`src/rtl/btb_pkg.sv`:
```
package btb_pkg;

    typedef logic [1:0] hist_t;

    localparam hist_t HIST_ALLOC = 2'b11;
    localparam hist_t HIST_MAX   = 2'b11;
    localparam hist_t HIST_MIN   = 2'b00;

    function automatic hist_t hist_up(input hist_t h);
        return (h == HIST_MAX) ? h : h + 2'd1;
    endfunction

    function automatic hist_t hist_down(input hist_t h);
        return (h == HIST_MIN) ? h : h - 2'd1;
    endfunction

endpackage

```
`src/rtl/btb_addr_split.sv`:
```
module btb_addr_split #(
    parameter int ADDR_W   = 32,
    parameter int IDX_W    = 4,
    parameter int OFFSET_W = 2,
    localparam int TAG_W   = ADDR_W - IDX_W - OFFSET_W
) (
    input  logic [ADDR_W-1:0] pc,
    output logic [IDX_W-1:0]  idx,
    output logic [TAG_W-1:0]  tag
);
    logic [ADDR_W-1:0] word_addr;

    always_comb begin
        word_addr = pc >> OFFSET_W;
        idx       = IDX_W'(word_addr);
        tag       = TAG_W'(word_addr >> IDX_W);
    end
endmodule

```
`src/rtl/btb_entry_match.sv`:
```
module btb_entry_match
    import btb_pkg::*;
#(
    parameter int ADDR_W = 32,
    parameter int TAG_W  = 26
) (
    input  logic              ent_valid,
    input  logic [TAG_W-1:0]  ent_tag,
    input  hist_t             ent_hist,
    input  logic [TAG_W-1:0]  query_tag,
    output logic              hit,
    output logic              taken
);
    always_comb begin
        hit   = ent_valid && (ent_tag == query_tag);
        taken = hit && (ent_hist != HIST_MIN);
    end
endmodule

```
`src/rtl/btb_train.sv`:
```
module btb_train
    import btb_pkg::*;
#(
    parameter int ADDR_W = 32
) (
    input  logic              was_hit,
    input  logic              was_taken,
    input  hist_t             old_hist,
    input  logic [ADDR_W-1:0] old_target,
    input  logic              res_taken,
    input  logic [ADDR_W-1:0] res_target,
    output logic              write_en,
    output logic              target_we,
    output hist_t             new_hist,
    output logic              wrong
);
    always_comb begin
        write_en  = 1'b0;
        target_we = 1'b0;
        new_hist  = old_hist;
        if (was_hit) begin
            write_en  = 1'b1;
            target_we = res_taken;
            new_hist  = res_taken ? hist_up(old_hist) : hist_down(old_hist);
        end else if (res_taken) begin
            write_en  = 1'b1;
            target_we = 1'b1;
            new_hist  = HIST_ALLOC;
        end
        wrong = (res_taken != was_taken) ||
                (res_taken && was_taken && (old_target != res_target));
    end
endmodule

```
`src/rtl/btb_predictor.sv`:
```
module btb_predictor
    import btb_pkg::*;
#(
    parameter int ADDR_W   = 32,
    parameter int ENTRIES  = 16,
    parameter int OFFSET_W = 2
) (
    input  logic              clk,
    input  logic              rst,
    input  logic              lk_valid,
    input  logic [ADDR_W-1:0] lk_pc,
    input  logic              upd_valid,
    input  logic [ADDR_W-1:0] upd_pc,
    input  logic              upd_taken,
    input  logic [ADDR_W-1:0] upd_target,
    output logic              pred_hit,
    output logic              pred_taken,
    output logic [ADDR_W-1:0] pred_target,
    output logic              mispredict
);
    localparam int IDX_W = $clog2(ENTRIES);
    localparam int TAG_W = ADDR_W - IDX_W - OFFSET_W;

    typedef struct packed {
        logic [ENTRIES-1:0]             vld;
        logic [ENTRIES-1:0][TAG_W-1:0]  tag;
        logic [ENTRIES-1:0][ADDR_W-1:0] tgt;
        logic [ENTRIES-1:0][1:0]        hist;
        logic                           o_hit;
        logic                           o_taken;
        logic [ADDR_W-1:0]              o_target;
        logic                           o_mis;
    } state_t;

    state_t st_d, st_q;

    logic [IDX_W-1:0] lk_idx, up_idx;
    logic [TAG_W-1:0] lk_tag, up_tag;
    logic             lk_hit, lk_taken;
    logic             up_hit, up_pred;
    logic             wr_en, tgt_we, wrong;
    hist_t            wr_hist;

    btb_addr_split #(.ADDR_W(ADDR_W), .IDX_W(IDX_W), .OFFSET_W(OFFSET_W)) u_split_lk (
        .pc(lk_pc), .idx(lk_idx), .tag(lk_tag)
    );

    btb_addr_split #(.ADDR_W(ADDR_W), .IDX_W(IDX_W), .OFFSET_W(OFFSET_W)) u_split_up (
        .pc(upd_pc), .idx(up_idx), .tag(up_tag)
    );

    btb_entry_match #(.ADDR_W(ADDR_W), .TAG_W(TAG_W)) u_match_lk (
        .ent_valid (st_q.vld[lk_idx]),
        .ent_tag   (st_q.tag[lk_idx]),
        .ent_hist  (st_q.hist[lk_idx]),
        .query_tag (lk_tag),
        .hit       (lk_hit),
        .taken     (lk_taken)
    );

    btb_entry_match #(.ADDR_W(ADDR_W), .TAG_W(TAG_W)) u_match_up (
        .ent_valid (st_q.vld[up_idx]),
        .ent_tag   (st_q.tag[up_idx]),
        .ent_hist  (st_q.hist[up_idx]),
        .query_tag (up_tag),
        .hit       (up_hit),
        .taken     (up_pred)
    );

    btb_train #(.ADDR_W(ADDR_W)) u_train (
        .was_hit    (up_hit),
        .was_taken  (up_pred),
        .old_hist   (st_q.hist[up_idx]),
        .old_target (st_q.tgt[up_idx]),
        .res_taken  (upd_taken),
        .res_target (upd_target),
        .write_en   (wr_en),
        .target_we  (tgt_we),
        .new_hist   (wr_hist),
        .wrong      (wrong)
    );

    always_comb begin
        st_d          = st_q;
        st_d.o_hit    = lk_valid && lk_hit;
        st_d.o_taken  = lk_valid && lk_taken;
        st_d.o_target = (lk_valid && lk_taken) ? st_q.tgt[lk_idx] : '0;
        st_d.o_mis    = upd_valid && wrong;
        if (upd_valid && wr_en) begin
            st_d.vld[up_idx]  = 1'b1;
            st_d.tag[up_idx]  = up_tag;
            st_d.hist[up_idx] = wr_hist;
            if (tgt_we) begin
                st_d.tgt[up_idx] = upd_target;
            end
        end
    end

    always_ff @(posedge clk) begin
        if (rst) begin
            st_q <= '0;
        end else begin
            st_q <= st_d;
        end
    end

    assign pred_hit    = st_q.o_hit;
    assign pred_taken  = st_q.o_taken;
    assign pred_target = st_q.o_target;
    assign mispredict  = st_q.o_mis;

endmodule

```
`config.mk`:
```
export PLATFORM = sky130hd
export DESIGN_NAME = btb_predictor
export DESIGN_NICKNAME = d
export VERILOG_FILES = /design/src/rtl/btb_pkg.sv /design/src/rtl/btb_addr_split.sv /design/src/rtl/btb_entry_match.sv /design/src/rtl/btb_train.sv /design/src/rtl/btb_predictor.sv
export SDC_FILE = /design/constraint.sdc
export NUM_CORES = 2
export LEC_CHECK = 0
export BUFFER_PORTS_ARGS = -buffer_cell sky130_fd_sc_hd__buf_2
export CAP_MARGIN = 20
export CORE_ASPECT_RATIO = 1.4
export CORE_UTILIZATION = 60
export CTS_BUF_LIST = sky130_fd_sc_hd__clkbuf_8 sky130_fd_sc_hd__clkbuf_16
export CTS_CLUSTER_DIAMETER = 60
export DETAILED_ROUTE_END_ITERATION = 8
export GPL_ROUTABILITY_DRIVEN = 0
export PLACE_DENSITY = 0.8
export RECOVER_POWER = 100
export SETUP_SLACK_MARGIN = 0.4
export SYNTH_ARGS = -nofsm -noshare
export SYNTH_HDL_FRONTEND = slang
export SYNTH_HIERARCHICAL = 1
export SYNTH_SLANG_ARGS = --single-unit
```
`constraint.sdc`:
```
create_clock -name clk -period 4 [get_ports clk]
set_clock_uncertainty 0.1 [all_clocks]
set_input_delay 0.2 -clock clk [delete_from_list [all_inputs] [get_ports clk]]
set_output_delay 0.2 -clock clk [all_outputs]
set_load 0.005 [all_outputs]
```
**After elaboration in Yosys (flattened, before gate mapping)**

Cells that the tools add are included.

- Add/sub/neg operators: 2
- Reductions and logical operators: 17
- Eq/ne operators: 5
- Mux-type cells: 35
- Bitwise operators: 2
- Magnitude comparators: 3

Operators by type and width:

| kind | count |
|---|---|
| 512-bit bitwise mux | 1 |
| 416-bit bitwise mux | 1 |
| 32-bit binary-select mux with 4-bit select | 2 |
| 26-bit binary-select mux with 4-bit select | 2 |
| 32-bit demux with 4-bit select | 1 |
| 26-bit demux with 4-bit select | 1 |
| 32-bit two-way mux | 3 |
| 26-bit two-way mux | 3 |
| 26-bit == test | 2 |
| 32-bit bitwise mux | 1 |
| 32-bit inequality test | 1 |
| 2-bit binary-select mux with 4-bit select | 2 |
| 2-bit two-way mux | 8 |
| 16-bit OR | 1 |
| 1-bit logical AND | 11 |
| 4-bit by 5-bit < comparator with 1-bit output (second input constant) | 2 |
| 1-bit binary-select mux with 4-bit select | 2 |
| 2-bit demux with 4-bit select | 1 |
| 1-bit two-way mux | 6 |
| 1-bit demux with 4-bit select | 1 |
| 4-bit by 1-bit >= comparator with 1-bit output (second input constant) | 1 |
| 2-bit nonzero test | 2 |
| 2-bit by 1-bit adder with 2-bit output (second input constant) | 1 |
| 2-bit == test (second input constant) | 1 |
| other kinds (7) | 7 |

- Output and inout port bits: 35
- Register bits after elaboration: 1011
- Bits of input ports: 101
- Logic and storage cells: 117

**Longest topological paths before layout**

- Depth in word-level cells: 9
- Mapped depth: 20
- Depth with buffers taken out: 13

**By module**

Netlist, hierarchy kept.

By module, submodules not included:

| module | sequential area each (sq um) | area each (sq um) | times used | cells an instance |
|---|---|---|---|---|
| btb_predictor | 20239.4 | 52609.2 | 1 | 5740 |
| btb_entry_match | 0.0 | 305.3 | 2 | 37 |
| btb_addr_split | 0.0 | 225.2 | 2 | 30 |
| btb_train | 0.0 | 419.2 | 1 | 54 |

**Worst setup path after synthesis**

No wires, ideal clock.

- Kind: input to register
- Start point: input port upd_pc[2]
- End point: register st_q[919] (netlist name)
- Library setup time: 0.132 ns
- Slack: 0.386 ns
- Arrival time: 3.382 ns
- Stages on the path: 18
- Path buffers: 7
- Cells stage by stage: buf_4 buf_6 buf_6 buf_2 mux4_2 a22oi_1 nand2_1 xnor2_1 nand4_1 nor4_2 and3_2 or2_2 nand4b_1 buf_4 buf_4 clkbuf_1 o21ai_0 a21oi_1

- Cells in the longest elaborated chain, start to end: 6
- Elaborated cells between the ends (all ways): 14

RTL lines:

| what | RTL line | RTL |
|---|---|---|
| start: declaration | btb_predictor.sv:13 | `input logic [ADDR_W-1:0] upd_pc,` |
| 26-bit binary-select mux with 4-bit select | btb_predictor.sv:63 | `.ent_tag (st_q.tag[up_idx]),` |
| 26-bit two-way mux (not written as such) | btb_predictor.sv:63 |  |
| 26-bit == test | btb_entry_match.sv:15 | `hit = ent_valid && (ent_tag == query_tag);` |
| 1-bit logical AND (*) | btb_entry_match.sv:15 |  |
| net up_hit | btb_predictor.sv:40 | `logic up_hit, up_pred;` |
| 1-bit two-way mux (*) | btb_train.sv:21 | `if (was_hit) begin` |
| net wr_en | btb_predictor.sv:41 | `logic wr_en, tgt_we, wrong;` |
| 1-bit logical AND (*) | btb_predictor.sv:89 | `if (upd_valid && wr_en) begin` |
| end signal: assignment | btb_predictor.sv:103 | `st_q <= st_d;` |
| end: declaration | btb_predictor.sv:35 | `state_t st_d, st_q;` |

Mark *: on every way through the listed nets, which the timed path passes. The rest lies on a longest branch. The select of a mux whose other input is x is not followed.
A chain may end at the register's enable or synchronous reset.

**Final worst setup path**

- Start point: register st_q[662] (netlist name)
- End point: register st_q[239] (netlist name)

- Cells in the longest elaborated chain, start to end: 7
- Elaborated cells between the ends (all ways): 8

RTL lines:

| what | RTL line |
|---|---|
| 26-bit binary-select mux with 4-bit select | btb_predictor.sv:63 |
| 26-bit two-way mux (not written as such) | btb_predictor.sv:63 |
| 26-bit == test | btb_entry_match.sv:15 |
| 1-bit logical AND | btb_entry_match.sv:15 |
| net up_hit | btb_predictor.sv:40 |
| 1-bit two-way mux | btb_train.sv:21 |
| net wr_en | btb_predictor.sv:41 |
| 1-bit logical AND | btb_predictor.sv:89 |
| 2-bit AND reduction (no line) | -- |

The timed path passes the listed nets, and every way through them passes these cells. The select of a mux whose other input is x is not followed.

==> impl_results.md <==
- Worst-path fanout max: 21
- Clk_lat worst skew: 0.73 ns
- Vias/cell: 7.69
- Crit path DAT: 4.49 ns
- Vias in the first global route: 51544
- Crit path kind: reg -> reg
- WHS: 0.0893 ns
- Yosys cell types: 41
- Status: complete, but fails checks
- Mapped Cells: 5928
- Core region area: 88800 um2
- Maxcap violations: 0
- Port Buffer Count: 131
- Clock sink count: 1011
- Worst min path class: in -> reg
- DP HPWL: 105 mm
- Setup violators final: 5
- Routed WL per cell: 28.4 um
- Area leader, netlist: dfxtp_1
- Slew of the pin with the lowest slew margin: 1.21 ns
- Layout cell share with drive strength beyond 1: 22.4%
- WP data required: 4.46 ns
- Fillcell total: 6058
- Synthesis-to-finish area growth: 14.7%
- Failing checks: design-rule violations, negative setup slack
- Slowest CP cell: mux4_2
- Post-Place Cells: 6602
- RSZ-0062 raised after global routing: yes
- FF+latch count, synth: 1011
- CTS tree: yes
- Max_slew headroom: 19.0%
- Worst Hold Depth: 5
- Die Span Y: 357 um
- Syn Area/Cell: 9.12 um2
- DR DRC count: 1
- Power Dens Cells: 359 nW/um2
- PnR worst setup slack: -0.0334 ns
- Initial drt markers: 9837
- Synth area leaders: dfxtp_1 (37%), mux4_2 (20%), nand3_1 (9.5%), a21oi_1 (9.0%), o21ai_0 (8.5%)
- Clock Tree Buf Depth: 3
- Ys Warns: 6
- ANT nets after route: 0
- Layout Nets: 5743
- Leak: 19.8 nW
- I/O pin count: 136
- Most used cell, CP: buf_12
- Non-filler instance count after layout: 6909
- Post-Route Setup TNS: -0.0570 ns
- Fmax: 0.248 GHz
- Slew Limit Fails: 0
- Total GRT Usage: 39.8%
- Row count: 129
- Clock transition at path regs: 0.06 ns
- Crit path capture type: register
- Crit path cell chain: mux4_2 -> a22oi_2 -> nand2_1 -> xnor2_2 -> nand4_1 -> nor4_4 -> and3_4 -> or2_4 -> nand4b_1 -> buf_4 -> buf_12 -> buf_12 -> o21ai_0 -> a21oi_1
- Top cell type's share of synthesized area: 37.4%
- Worst slack, placed: -0.195 ns
- Final Hold Vio Count: 0
- Syn Nets: 6030
- Sequential area share after synthesis: 37.4%
- Wire length of the first global-routing pass: 289 mm
- Crit start category: register
- First-pass iteration count of the detailed router: 9
- Via count: 53119
- H-tree depth: 3
- CP peak stage delay: 0.50 ns
- Die area: 91400 um2
- Total Power: 22.3 mW
- Syn Std Cell Area: 54100 um2
- Drt total wl: 196 mm
- Largest net degree at the start of global routing: 195
- Initial Util: 60.9%
- Final Critical Period: 4.03 ns
- Clk root buf: clkbuf_16
- Chip width: 256 um
- Max VDD drop: 457 uV
- Reg2Reg Depth: 14
- Final Cycle Share: 101%
- Global route overflow: 0
- Antenna violations before repair: 20
- CTS Buf Count: 99
==> sequential cells by signal, indices dropped and copies added (netlist names) <==
name	count
pred_target	32
pred_hit	1
st_q	976
mispredict	1
pred_taken	1
==> cells in the final DEF (no fill, tap or decap), types with 25 or more instances in the layout <==
cell              n
dfxtp_1        1009
nand3_1         986
a21oi_1         923
o21ai_0         756
mux4_2          488
a22oi_1         174
o21ai_1         154
buf_4           146
clkbuf_16       119
buf_12          118
buf_2           100
nand2_1          92
nand3b_1         66
dlygate4sd3_1    61
a21oi_2          53
nand4_1          47
o21ai_2          46
xnor2_1          43
xor2_1           38
clkbuf_8         26
buf_16           26
buf_6            25
clkbuf_1         25
==> worst max-delay path: cells and delay by family, from the launching register on <==
kind            cells  cell delay (ns)
mux                 1             0.50
simple gates        6             1.48
compound gates      3             0.58
flops               1             0.33
buf+inv             3             0.61
xor+xnor            1             0.24
==> worst paths after layout <==
| check | from | end | slack [ns] |
|---|---|---|---|
| max | st_q[662] | st_q[239] | -0.03 |
| min | lk_pc[23] | pred_hit | 0.09 |
| max reg2reg | st_q[662] | st_q[239] | -0.03 |
| min reg2reg | st_q[170] | st_q[170] | 0.38 |
==> final cells by class <==
class / instances / area [um2] / share of cell area [%]
sequential: 1011 / 20200 / 32.6
clock buffer: 126 / 2860 / 4.61
clock inverter: 51 / 499 / 0.804
tap: 1179 / 1480 / 2.38
multi-input combinational: 3991 / 30500 / 49.2
antenna: 13 / 32.5 / 0.0524
timing repair buffer: 538 / 6420 / 10.4
==> timing repair <==
item                                    CTS  global route
gates cloned                             10            21
endpoints found under the hold margin   931             0
pin swaps                                22            36
endpoints found under the setup margin  975          1005
hold buffers                             61             0
resized for setup                       188           246
setup buffers                            16             8
==> routing by layer <==
layer | up-vias | wire (um) | part of all wire (%) | global-route usage (%)
met5 | - | 148 | 0.075 | 0
met4 | 16 | 16400 | 8.3 | 29.4
met3 | 1396 | 27400 | 14 | 10.6
met2 | 4851 | 89800 | 46 | 63.7
met1 | 25298 | 62500 | 32 | 46.2
li1 | 21558 | - | - | -
==> logic make-up after synthesis <==
group / after synthesis / synth area share (%)
AOI/OAI and AO/OA: 2120 / 20.5
xor gates and xnor gates: 84 / 1.36
adders and majority gates: 2 / 0.0416
buffers and inverters: 926 / 8.02
DFF: 1011 / 37.4
muxes: 488 / 20.3
and+or+nand+nor: 1297 / 12.4
==> per-stage QoR <==
stage                     cell area [um2]  util (%)
after floorplan                     54100         -
after global placement              55800      62.9
after detailed placement            55900      62.9
after CTS                           60600      68.3
after global routing                62100      69.9
final                               62100      69.9
==> synthesized netlist by cell type, drive strengths merged <==
master / number
or2: 2
o2111a: 2
buf: 423
ha: 1
nor3b: 1
nor3: 2
nand3: 1025
a21oi: 976
o21ai: 962
nand4bb: 1
xor2: 38
mux4: 488
and3b: 4
a22oi: 180
maj3: 1
nand4: 47
clkbuf: 503
and4: 1
and4bb: 1
xnor2: 46
nand2: 95
nor4: 10
dfxtp: 1011
or3b: 1
and4b: 3
nor2: 21
and2: 2
nand3b: 66
nor2b: 4
nand4b: 2
nor4bb: 1
and3: 3
nand2b: 5
==> power breakdown <==
group / switching (mW) / total [mW] / internal (mW)
Clock: 4.30 / 9.80 / 5.49
Sequential: 0.0422 / 10.2 / 10.1
Combinational: 1.58 / 2.32 / 0.741
Total: 5.92 / 22.3 / 16.4
No activity file was read; power rests on OpenSTA's default activity.
